### src/rtl/alu_cond_pkg.sv
package alu_cond_pkg;

  localparam logic [3:0] OP_SADD  = 4'd0;
  localparam logic [3:0] OP_SSUB  = 4'd1;
  localparam logic [3:0] OP_UADD  = 4'd2;
  localparam logic [3:0] OP_USUB  = 4'd3;
  localparam logic [3:0] OP_VADD  = 4'd4;
  localparam logic [3:0] OP_VSUB  = 4'd5;
  localparam logic [3:0] OP_LADD  = 4'd6;
  localparam logic [3:0] OP_LSUB  = 4'd7;
  localparam logic [3:0] OP_AND   = 4'd8;
  localparam logic [3:0] OP_OR    = 4'd9;
  localparam logic [3:0] OP_XOR   = 4'd10;
  localparam logic [3:0] OP_BND   = 4'd11;
  localparam logic [3:0] OP_MSTEP = 4'd12;
  localparam logic [3:0] OP_DSTEP = 4'd13;

  localparam logic [2:0] CB_ZERO  = 3'd0;
  localparam logic [2:0] CB_NEG   = 3'd1;
  localparam logic [2:0] CB_LEZ   = 3'd2;
  localparam logic [2:0] CB_OVF   = 3'd3;
  localparam logic [2:0] CB_BOUND = 3'd4;
  localparam logic [2:0] CB_TAG   = 3'd5;
  localparam logic [2:0] CB_FALSE = 3'd6;
  localparam logic [2:0] CB_RSVD  = 3'd7;

  typedef enum logic [2:0] {FN_ADD, FN_SUB, FN_AND, FN_OR, FN_XOR} aluFn_e;
  typedef enum logic [1:0] {CO_ZERO, CO_ADDER, CO_KEEP} coutMode_e;

  typedef struct packed {
    aluFn_e    fn;
    logic      takeCarry;
    coutMode_e coutMode;
    logic      negRight;
    logic      err;
  } aluCtl_t;

endpackage

### src/rtl/alu_ctrl.sv
module alu_ctrl
  import alu_cond_pkg::*;
(
  input  logic [3:0] opCode,
  input  logic       mulSub,
  output aluCtl_t    ctl
);

  always_comb begin
    ctl.fn        = FN_ADD;
    ctl.takeCarry = 1'b0;
    ctl.coutMode  = CO_KEEP;
    ctl.negRight  = 1'b0;
    ctl.err       = 1'b0;
    case (opCode)
      OP_SADD:  begin ctl.takeCarry = 1'b1; ctl.coutMode = CO_ZERO; end
      OP_SSUB:  begin ctl.fn = FN_SUB; ctl.takeCarry = 1'b1; ctl.coutMode = CO_ZERO; ctl.negRight = 1'b1; end
      OP_UADD:  begin ctl.takeCarry = 1'b1; ctl.coutMode = CO_ADDER; end
      OP_USUB:  begin ctl.fn = FN_SUB; ctl.takeCarry = 1'b1; ctl.coutMode = CO_ADDER; ctl.negRight = 1'b1; end
      OP_VADD:  begin ctl.coutMode = CO_KEEP; end
      OP_VSUB:  begin ctl.fn = FN_SUB; ctl.negRight = 1'b1; end
      OP_LADD:  begin ctl.coutMode = CO_ZERO; end
      OP_LSUB:  begin ctl.fn = FN_SUB; ctl.coutMode = CO_ZERO; ctl.negRight = 1'b1; end
      OP_AND:   begin ctl.fn = FN_AND; end
      OP_OR:    begin ctl.fn = FN_OR; end
      OP_XOR:   begin ctl.fn = FN_XOR; end
      OP_BND:   begin ctl.fn = FN_SUB; ctl.negRight = 1'b1; end
      OP_MSTEP: begin ctl.fn = mulSub ? FN_SUB : FN_ADD; ctl.coutMode = CO_ZERO; end
      OP_DSTEP: begin ctl.fn = FN_SUB; ctl.coutMode = CO_ZERO; end
      default:  begin ctl.err = 1'b1; end
    endcase
  end

endmodule

### src/rtl/alu_datapath.sv
module alu_datapath
  import alu_cond_pkg::*;
#(
  parameter int WIDTH = 32
) (
  input  logic             clk,
  input  logic             rstN,
  input  aluCtl_t          ctl,
  input  logic [WIDTH-1:0] leftOp,
  input  logic [WIDTH-1:0] rightOp,
  input  logic             carryIn,
  input  logic [3:0]       condSel,
  output logic [WIDTH-1:0] resultQ,
  output logic             carryQ,
  output logic             ovfQ,
  output logic             condQ,
  output logic             errQ
);

  localparam int MSB = WIDTH - 1;
  localparam logic [WIDTH-1:0] ONE = {{(WIDTH-1){1'b0}}, 1'b1};

  logic             isSub;
  logic             cinEff;
  logic             adderCin;
  logic [WIDTH-1:0] addRight;
  logic [WIDTH:0]   addSum;
  logic             rawCarry;
  logic [WIDTH-1:0] resultD;
  logic             carryD;
  logic [WIDTH-1:0] ovfRight;
  logic             ovfD;
  logic [7:0]       condBase;
  logic             condD;
  logic             boundFail;
  logic             tagBad;
  logic             resZero;

  // one adder serves add and subtract; subtract inverts right and carry-in
  assign isSub    = (ctl.fn == FN_SUB);
  assign cinEff   = ctl.takeCarry & carryIn;
  assign adderCin = isSub ? ~cinEff : cinEff;
  assign addRight = isSub ? ~rightOp : rightOp;
  assign addSum   = {1'b0, leftOp} + {1'b0, addRight} + {{WIDTH{1'b0}}, adderCin};

  always_comb begin
    rawCarry = 1'b0;
    case (ctl.fn)
      FN_ADD, FN_SUB: begin resultD = addSum[MSB:0]; rawCarry = addSum[WIDTH]; end
      FN_AND:         resultD = leftOp & rightOp;
      FN_OR:          resultD = leftOp | rightOp;
      FN_XOR:         resultD = leftOp ^ rightOp;
      default:        resultD = '0;
    endcase
    if (ctl.err) resultD = '0;
  end

  always_comb begin
    case (ctl.coutMode)
      CO_ZERO:  carryD = 1'b0;
      CO_ADDER: carryD = rawCarry;
      default:  carryD = carryIn;
    endcase
  end

  assign ovfRight = ctl.negRight ? (~rightOp + ONE) : rightOp;
  assign ovfD     = ~ctl.err & (leftOp[MSB] == ovfRight[MSB]) & (resultD[MSB] != leftOp[MSB]);

  assign resZero   = (resultD == '0);
  assign boundFail = ~leftOp[MSB] & resultD[MSB];
  assign tagBad    = (leftOp[MSB] ^ leftOp[MSB-1]) | (rightOp[MSB] ^ rightOp[MSB-1])
                   | (resultD[MSB] ^ resultD[MSB-1]);

  always_comb begin
    condBase           = '0;
    condBase[CB_ZERO]  = resZero;
    condBase[CB_NEG]   = resultD[MSB];
    condBase[CB_LEZ]   = resZero | resultD[MSB];
    condBase[CB_OVF]   = ovfD;
    condBase[CB_BOUND] = ~boundFail;
    condBase[CB_TAG]   = tagBad;
    condBase[CB_FALSE] = 1'b0;
    condBase[CB_RSVD]  = 1'b0;
    condD = ctl.err ? 1'b0 : (condSel[3] ^ condBase[condSel[2:0]]);
  end

  always_ff @(posedge clk or negedge rstN) begin
    if (!rstN) begin
      resultQ <= '0;
      carryQ  <= 1'b0;
      ovfQ    <= 1'b0;
      condQ   <= 1'b0;
      errQ    <= 1'b0;
    end else begin
      resultQ <= resultD;
      carryQ  <= carryD;
      ovfQ    <= ovfD;
      condQ   <= condD;
      errQ    <= ctl.err;
    end
  end

  a_r6_carry_cleared: assert property (@(posedge clk) disable iff (!rstN)
    (ctl.coutMode == CO_ZERO) |=> !carryQ);

  a_r8_carry_kept: assert property (@(posedge clk) disable iff (!rstN)
    (ctl.coutMode == CO_KEEP) |=> (carryQ == $past(carryIn)));

  a_r14_error_zero: assert property (@(posedge clk) disable iff (!rstN)
    ctl.err |=> (errQ && resultQ == '0 && !ovfQ && !condQ));

  a_r11_always_true: assert property (@(posedge clk) disable iff (!rstN)
    (condSel == 4'hF && !ctl.err) |=> condQ);

  a_r11_reserved_false: assert property (@(posedge clk) disable iff (!rstN)
    (condSel == 4'h7) |=> !condQ);

endmodule

### src/rtl/alu_cond_unit.sv
module alu_cond_unit
  import alu_cond_pkg::*;
#(
  parameter int WIDTH = 32
) (
  input  logic             clk,
  input  logic             rstN,
  input  logic [WIDTH-1:0] leftOp,
  input  logic [WIDTH-1:0] rightOp,
  input  logic [3:0]       opCode,
  input  logic             mulSub,
  input  logic             carryIn,
  input  logic [3:0]       condSel,
  output logic [WIDTH-1:0] resultOut,
  output logic             carryOut,
  output logic             ovfOut,
  output logic             condOut,
  output logic             opErr
);

  aluCtl_t ctl;

  alu_ctrl u_ctrl (
    .opCode (opCode),
    .mulSub (mulSub),
    .ctl    (ctl)
  );

  alu_datapath #(.WIDTH(WIDTH)) u_dp (
    .clk     (clk),
    .rstN    (rstN),
    .ctl     (ctl),
    .leftOp  (leftOp),
    .rightOp (rightOp),
    .carryIn (carryIn),
    .condSel (condSel),
    .resultQ (resultOut),
    .carryQ  (carryOut),
    .ovfQ    (ovfOut),
    .condQ   (condOut),
    .errQ    (opErr)
  );

endmodule

### config.mk
export PLATFORM = sky130hd
export DESIGN_NAME = alu_cond_unit
export DESIGN_NICKNAME = d
export VERILOG_FILES = /design/src/rtl/alu_cond_pkg.sv /design/src/rtl/alu_ctrl.sv /design/src/rtl/alu_datapath.sv /design/src/rtl/alu_cond_unit.sv
export SDC_FILE = /design/constraint.sdc
export NUM_CORES = 1
export LEC_CHECK = 0
export BUFFER_PORTS_ARGS = -buffer_cell sky130_fd_sc_hd__buf_2
export CORE_ASPECT_RATIO = 0.7
export CORE_MARGIN = 10
export CORE_UTILIZATION = 60
export DETAILED_ROUTE_END_ITERATION = 12
export PLACE_DENSITY = 0.91
export RECOVER_POWER = 50
export SYNTH_ARGS = -nofsm -noshare
export SYNTH_HDL_FRONTEND = slang
export SYNTH_SLANG_ARGS = --single-unit
### constraint.sdc
create_clock -name clk -period 0.8 [get_ports clk]
set_clock_uncertainty 0.2 [all_clocks]
set_input_delay 0.04 -clock clk [delete_from_list [all_inputs] [get_ports clk]]
set_output_delay 0.04 -clock clk [all_outputs]
set_load 0.005 [all_outputs]
==> results.cfg, run 1 <==
[logic_synthesis]
synth_adder_area_share_pct = 22.17
synth.area.top_cells = ha_1 (21%), dfrtp_1 (16%), xnor2_1 (6.0%)
synth_top_family_by_area = compound AO/OA/AOI/OAI gates
synth_top_area_share_pct = 21.46
synthSimpleGateAreaFrac_pct = 18.08
synthMuxAreaShare_pct = 6.019
synth-seq-cells = 36
yosysUniqueCellTypes = 70
syn_avg_cell_area_um2 = 7.908
synthFlopType = dfrtp_1
synth_area_leader_cell = ha_1
ys_async_sr_fraction_pct = 100.0
synth_nets = 890
synth-seq-area-share_pct = 15.93
synth_compound_area_share_pct = 22.35
synth-warning-count = 0
synth-edff-count = 0
syn-cell-area_um2 = 5654
synth_xor_area_share_pct = 7.280
netlist_instances = 715

[run_status]
error = [ERROR DPL-0033] detailed placement checks failed during check placement.
status = stopped before the end
stop_stage = clock tree synthesis (4_1_cts)

[floorplan]
rows = 29
initial_core_util_pct = 62.08
io_pins = 112
die_w_um = 136.0
die_h_um = 101.2

[cts]
ctsResizeCount = 94
ctsHoldBuffers = 1
post-cts-setup-buffers = 26
cts_root_buf = clkbuf_16
clockBufferDepth = 2
htree_levels = 2
cts.sinks = 36
cts_buffers = 5

[place]
port_buffers = 111
placed_area_um2 = 8243
place_hpwl_mm = 21.87
gp_congestion = 1.205
dpl.cell_count = 1165
## cells in the mapped netlist, types with 6 or more instances
cell,instances
nor3_1,15
xnor2_1,39
dfrtp_1,36
nand3_1,15
inv_1,79
buf_2,15
o211ai_1,6
a21oi_1,40
o2111ai_1,6
xor2_1,8
clkbuf_1,13
o21a_1,7
or3_1,10
nand2b_1,14
ha_1,97
o21ai_0,35
mux2i_1,34
a21o_1,9
nor2_1,36
o22ai_1,25
nand2_1,51
nor4_1,13
nand4_1,14
## per-stage QoR
step | setup slack, ns | TNS (ns) | hold WS [ns]
2_1_floorplan | -4.714 | -83.91 | -0.4556
3_3_place_gp | -4.464 | -84.77 | -0.1870
3_5_place_dp | -5.055 | -92.63 | -0.1773
## kinds of logic after synthesis
group           count (synthesis)
xor+xnor                       47
buf+inv                       114
mux                            34
fa+ha+maj                      99
flops                          36
simple gates                  197
compound gates                188
==> inputs of run 2 (changes only) <==
CORE_ASPECT_RATIO = default   (was 0.7)
CORE_UTILIZATION = 40   (was 60)
PLACE_DENSITY = default   (was 0.91)
PLACE_DENSITY_LB_ADDON = 0.15   (was default)
==> run 2 against run 1 <==
Effect of this change: the flow now finishes, with violations (hold timing, setup timing); area after synthesis is the same; synthesized cell count is the same.
==> results.cfg, run 2 <==
[logic_synthesis]
synth-edff-count = 0
synthFlopType = dfrtp_1
synth-seq-cells = 36
synth-warning-count = 0
synth-seq-area-share_pct = 15.93
synth_top_area_share_pct = 21.46
synth.area.top_cells = ha_1 (21%), dfrtp_1 (16%), xnor2_1 (6.0%)
yosysUniqueCellTypes = 70
syn-cell-area_um2 = 5654
synth_nets = 890
syn_avg_cell_area_um2 = 7.908
netlist_instances = 715
synth_area_leader_cell = ha_1
yosys-top-cells-count = ha_1 (97), inv_1 (79), nand2_1 (51)
yosysMostFrequentCell = ha_1
ys_async_sr_fraction_pct = 100.0

[timing]
min_period_over_period_pct = 642.9
slew-limit-headroom_pct = 65.02
finalHoldViolCount = 2
finalSetupTns_ns = -86.55
max_freq_mhz = 194.4
worst_pin_slew_ns = 0.5246
period_minus_slack_ns = 5.143
hold_ws_ns = -0.2101
setup_ws_ns = -4.343
rsz0062_at_grt = yes
finalSetupViolCount = 72
slew_violations = 0

[pwr]
pwr-share-clk_pct = 13.1
power.density_nw_per_um2 = 1626
fin_total_pwr_w = 0.01601
switching_power_w = 0.006450
leakage_nw = 5.035
seqPwrFrac_pct = 15.5
comb_power_share_pct = 71.4
ir_drop_v = 0.0008104
p_int_w = 0.009558
netSwitchingFraction_pct = 40.29

[grt]
antenna_found_initial = 0
grt-ovfl-total = 0
grt_pass1_vias = 7697
track_usage_pct = 24.40
grt_max_degree = 44
grt_pass1_wl_mm = 38.77

[floorplan]
rows = 43
die_h_um = 138.9
io_pins = 112
core_um2 = 13880
initial_core_util_pct = 40.73
die_w_um = 138.9
dieArea_um2 = 19290

[worst_setup_path]
cp_slowest_cell = or4_1
critPathKind = in -> reg
slowest_delay_ns = 0.42
worstPathArrival_ns = 5.17
cp_max_fo = 7
crit_path_end = u_dp.condQ$_DFF_PN0_
required_ns = 0.83
crit_path_start_kind = input pin
endpoint_kind = flip-flop
startpoint = opCode[2]

[cts]
ctsHoldBuffers = 1
cts.sinks = 36
path_clk_slew_ns = 0.06
cts_root_buf = clkbuf_16
clockBufferDepth = 2
cts_tree = yes
cts_buffers = 5
htree_levels = 2

[cells_and_area]
drive_gt1_share_pct = 50.13
final_net_count = 1299
mostFrequentLayoutCell = buf_4
multi_input_area_um2 = 5001
seq_area_um2 = 900.9
antenna_cells = 0
largest-register = u_dp.resultQ
instances_no_fill = 1305
area_growth_pct = 74.13
final_cell_mix = buf_4 (282), buf_2 (106), ha_1 (92)
largest_register_ffs = 32
fill_cells = 1066

[hold_path]
hp-class = in -> reg

[place]
place_hpwl_mm = 18.95
port_buffers = 111
gp_congestion = 0.9932
dpl.cell_count = 1230

[drt]
drtPass1Iterations = 5
routed_via_density = 5.548
drtIter0Drc = 510
drtAntennaViolNets = 0
drc_errors = 0
wl_per_cell_um = 19.48
totalWireLength_mm = 25.42
vias = 7240

[run_status]
violations = hold timing, setup timing
status = complete, but fails checks

[job]
drv_cap = 0
[run 2: worst min-delay path by stage]
stage / start / to / slack, ns / cells past startpoint
after floorplan: rstN / u_dp.carryQ$_DFF_PN0_ / -0.46 / 0
after global placement: rstN / u_dp.resultQ[19]$_DFF_PN0_ / -0.17 / 2
after detailed placement: rstN / u_dp.resultQ[19]$_DFF_PN0_ / -0.17 / 2
after CTS: condSel[3] / u_dp.condQ$_DFF_PN0_ / -0.22 / 3
after global routing: condSel[3] / u_dp.condQ$_DFF_PN0_ / -0.19 / 3
final: condSel[3] / u_dp.condQ$_DFF_PN0_ / -0.21 / 3
[run 2: area by class of cell]
cell class	instances	area share, %
timing repair buffer	436	33.21
tap	180	2.287
clock buffer	8	1.487
multi-input combinational	565	50.79
sequential	36	9.150
inverter	80	3.075
[run 2: worst max-delay path, delay by kind of cell]
family                   cells  cell delay [ns]
AO/OA/AOI/OAI               13             2.62
AND/OR/NAND/NOR              7             1.28
adder cells (fa/ha/maj)      2             0.41
buffers and inverters        3             0.37
multiplexers                 2             0.32
XOR/XNOR                     1             0.12
[run 2: layer usage]
metal	wire, µm	global-route usage [%]	up-vias
met3	1509	5.274	89
met2	12460	42.74	292
met5	0	0	-
met4	1382	13.18	0
met1	10060	26.86	3460
li1	-	-	3399
[run 2: stage by stage]
step	util, %	instance area, µm²	setup slack, ns
after floorplan	-	5898	-4.714
after global placement	60.47	8393	-4.668
after detailed placement	60.47	8393	-4.878
after CTS	66.77	9268	-4.153
after global routing	70.93	9846	-4.578
final	70.93	9846	-4.343
[run 2: kinds of logic (layout without fill, tap and decap cells)]
kind of cell | Yosys count | after routing | synth area share (%)
DFF | 36 | 36 | 15.93
adders and majority gates | 99 | 99 | 22.17
muxes | 34 | 34 | 6.019
and+or+nand+nor | 197 | 197 | 18.08
AOI/OAI and AO/OA | 188 | 188 | 22.35
xor gates and xnor gates | 47 | 47 | 7.280
buffers and inverters | 114 | 524 | 8.165
[run 2: power by group through the flow]
stage          clock network (W)  registers [W]  logic, W
6_report                 0.00210        0.00248    0.0114
5_1_grt                  0.00219        0.00253    0.0122
3_5_place_dp                   0        0.00251   0.00892
3_3_place_gp                   0        0.00248   0.00876
4_1_cts                  0.00215        0.00248    0.0102
2_1_floorplan                  0        0.00259   0.00420
[run 2: repair_timing]
| action | in CTS | in global routing |
|---|---|---|
| pin swaps | 35 | 40 |
| gates cloned | 0 | 2 |
| setup endpoints to repair | 72 | 72 |
| hold endpoints to repair | 38 | 2 |
| setup buffers | 45 | 36 |
| gates resized for setup | 97 | 82 |
(Power assumes the default switching activity.)
==> inputs of run 3 (changes only) <==
PLACE_DENSITY = 0.57   (was default)
PLACE_DENSITY_LB_ADDON = default   (was 0.15)
==> run 3 against run 2 <==
Effect of this change: the flow still finishes with violations (hold timing, setup timing); sequential cell count unchanged; sequential power about the same; first-iteration DRC count down 11%; fmax decreased by 0.14%; via count decreased by 3.3%; clock power up 3%; cell count is 1.6% lower; critical endpoint unchanged; largest cell class unchanged.
==> results.cfg, run 3 (synthesis results as in run 2) <==
[worst_setup_path]
worstPathArrival_ns = 5.16
endpoint_kind = flip-flop
crit_path_end = u_dp.condQ$_DFF_PN0_
required_ns = 0.81
cp_max_fo = 4
startpoint = opCode[3]
crit_path_start_kind = input pin
slowest_delay_ns = 0.42
critPathKind = in -> reg
cp_slowest_cell = or4_1

[grt]
grt-ovfl-total = 0
grt_max_degree = 44
grt_pass1_wl_mm = 37.28
track_usage_pct = 23.54
antenna_found_initial = 0
grt_pass1_vias = 7142

[cts]
clockBufferDepth = 2
cts.sinks = 36
cts_root_buf = clkbuf_16
cts_tree = yes
ctsHoldBuffers = 1
path_clk_slew_ns = 0.06
cts_buffers = 5
htree_levels = 2

[timing]
setup_ws_ns = -4.350
finalSetupTns_ns = -88.80
slew-limit-headroom_pct = 67.69
max_freq_mhz = 194.2
slew_violations = 0
hold_ws_ns = -0.1860
worst_pin_slew_ns = 0.4809
finalHoldViolCount = 2
period_minus_slack_ns = 5.150
rsz0062_at_grt = yes
min_period_over_period_pct = 643.8
finalSetupViolCount = 72

[job]
drv_cap = 0

[place]
placed_area_um2 = 8335
gp_congestion = 0.9780
port_buffers = 111
dpl.cell_count = 1224
place_hpwl_mm = 18.70

[cells_and_area]
largest_register_ffs = 32
area_growth_pct = 69.66
multi_input_area_um2 = 4952
seq_area_um2 = 900.9
mostFrequentLayoutCell = buf_4
final_cell_mix = buf_4 (265), buf_2 (105), ha_1 (92)
instances_no_fill = 1284
antenna_cells = 0
largest-register = u_dp.resultQ
fill_cells = 1117
drive_gt1_share_pct = 48.37
stdcell_area_um2 = 9593
final_net_count = 1279

[drt]
drtAntennaViolNets = 0
totalWireLength_mm = 24.37
drtPass1Iterations = 5
wl_per_cell_um = 18.98
vias = 7002
drc_errors = 0
drtIter0Drc = 454
routed_via_density = 5.453

[floorplan]
rows = 43
die_w_um = 138.9
initial_core_util_pct = 40.73
dieArea_um2 = 19290
core_um2 = 13880
die_h_um = 138.9
io_pins = 112

[run_status]
status = complete, but fails checks
violations = hold timing, setup timing

[pwr]
power.density_nw_per_um2 = 1655
ir_drop_v = 0.001088
leakage_nw = 4.912

[hold_path]
hp-class = in -> reg
[run 3: cell count changes in the layout (fill, tap and decap cells not counted), sizes merged]
cell / previous run / this run
buf: 432 / 414
clkbuf: 11 / 8
clkinv: 0 / 1
inv: 80 / 79
[run 3: layer usage]
metal | vias to the layer above | share of wire (%) | routed length (µm) | global-route usage [%]
li1 | 3358 | - | - | -
met1 | 3335 | 42 | 10310 | 28.11
met2 | 255 | 49 | 12050 | 41.94
met3 | 54 | 5.3 | 1282 | 3.630
met4 | 0 | 3.0 | 724 | 7.578
met5 | - | 0 | 0 | 0
[run 3: worst max-delay path, delay by kind of cell]
family          cells  cell delay [ns]
buf+inv             3             0.30
xor+xnor            1             0.11
simple gates        8             1.53
fa+ha+maj           3             0.77
compound gates     12             2.03
mux                 2             0.36
[run 3: worst min-delay path by stage]
stage | start | to | cells after the start | slack (ns)
final | condSel[3] | u_dp.condQ$_DFF_PN0_ | 3 | -0.19
after global placement | rstN | u_dp.resultQ[16]$_DFF_PN0_ | 2 | -0.17
after detailed placement | rstN | u_dp.resultQ[19]$_DFF_PN0_ | 2 | -0.17
after CTS | condSel[3] | u_dp.condQ$_DFF_PN0_ | 3 | -0.20
after floorplan | rstN | u_dp.carryQ$_DFF_PN0_ | 0 | -0.46
after global routing | condSel[3] | u_dp.condQ$_DFF_PN0_ | 3 | -0.18
[run 3: area by class of cell]
type	count	area share (%)
multi-input combinational	565	51.62
timing repair buffer	416	31.90
sequential	36	9.391
inverter	80	3.143
tap	180	2.348
clock buffer	7	1.591
[run 3: metrics by stage]
step	setup slack (ns)	util, %	power, W
after floorplan	-4.714	-	0.006789
after global placement	-4.660	60.05	0.01123
after detailed placement	-5.045	60.05	0.01139
after CTS	-4.236	65.57	0.01480
after global routing	-4.536	69.11	0.01688
final	-4.350	69.11	0.01588
[run 3: repair_timing]
| item | 4_1_cts | 5_1_grt |
|---|---|---|
| pin swaps | 43 | 29 |
| buffers inserted | 37 | 23 |
| gates resized for setup | 84 | 74 |
| endpoints found under the setup margin | 72 | 72 |
| hold endpoints to repair | 38 | 2 |
[run 3: where the power goes]
part	leakage, nW	switching (W)	internal (W)
Combinational	4.40	0.00529	0.00595
Sequential	0.436	0.000127	0.00234
Clock	0.0760	0.000857	0.00131
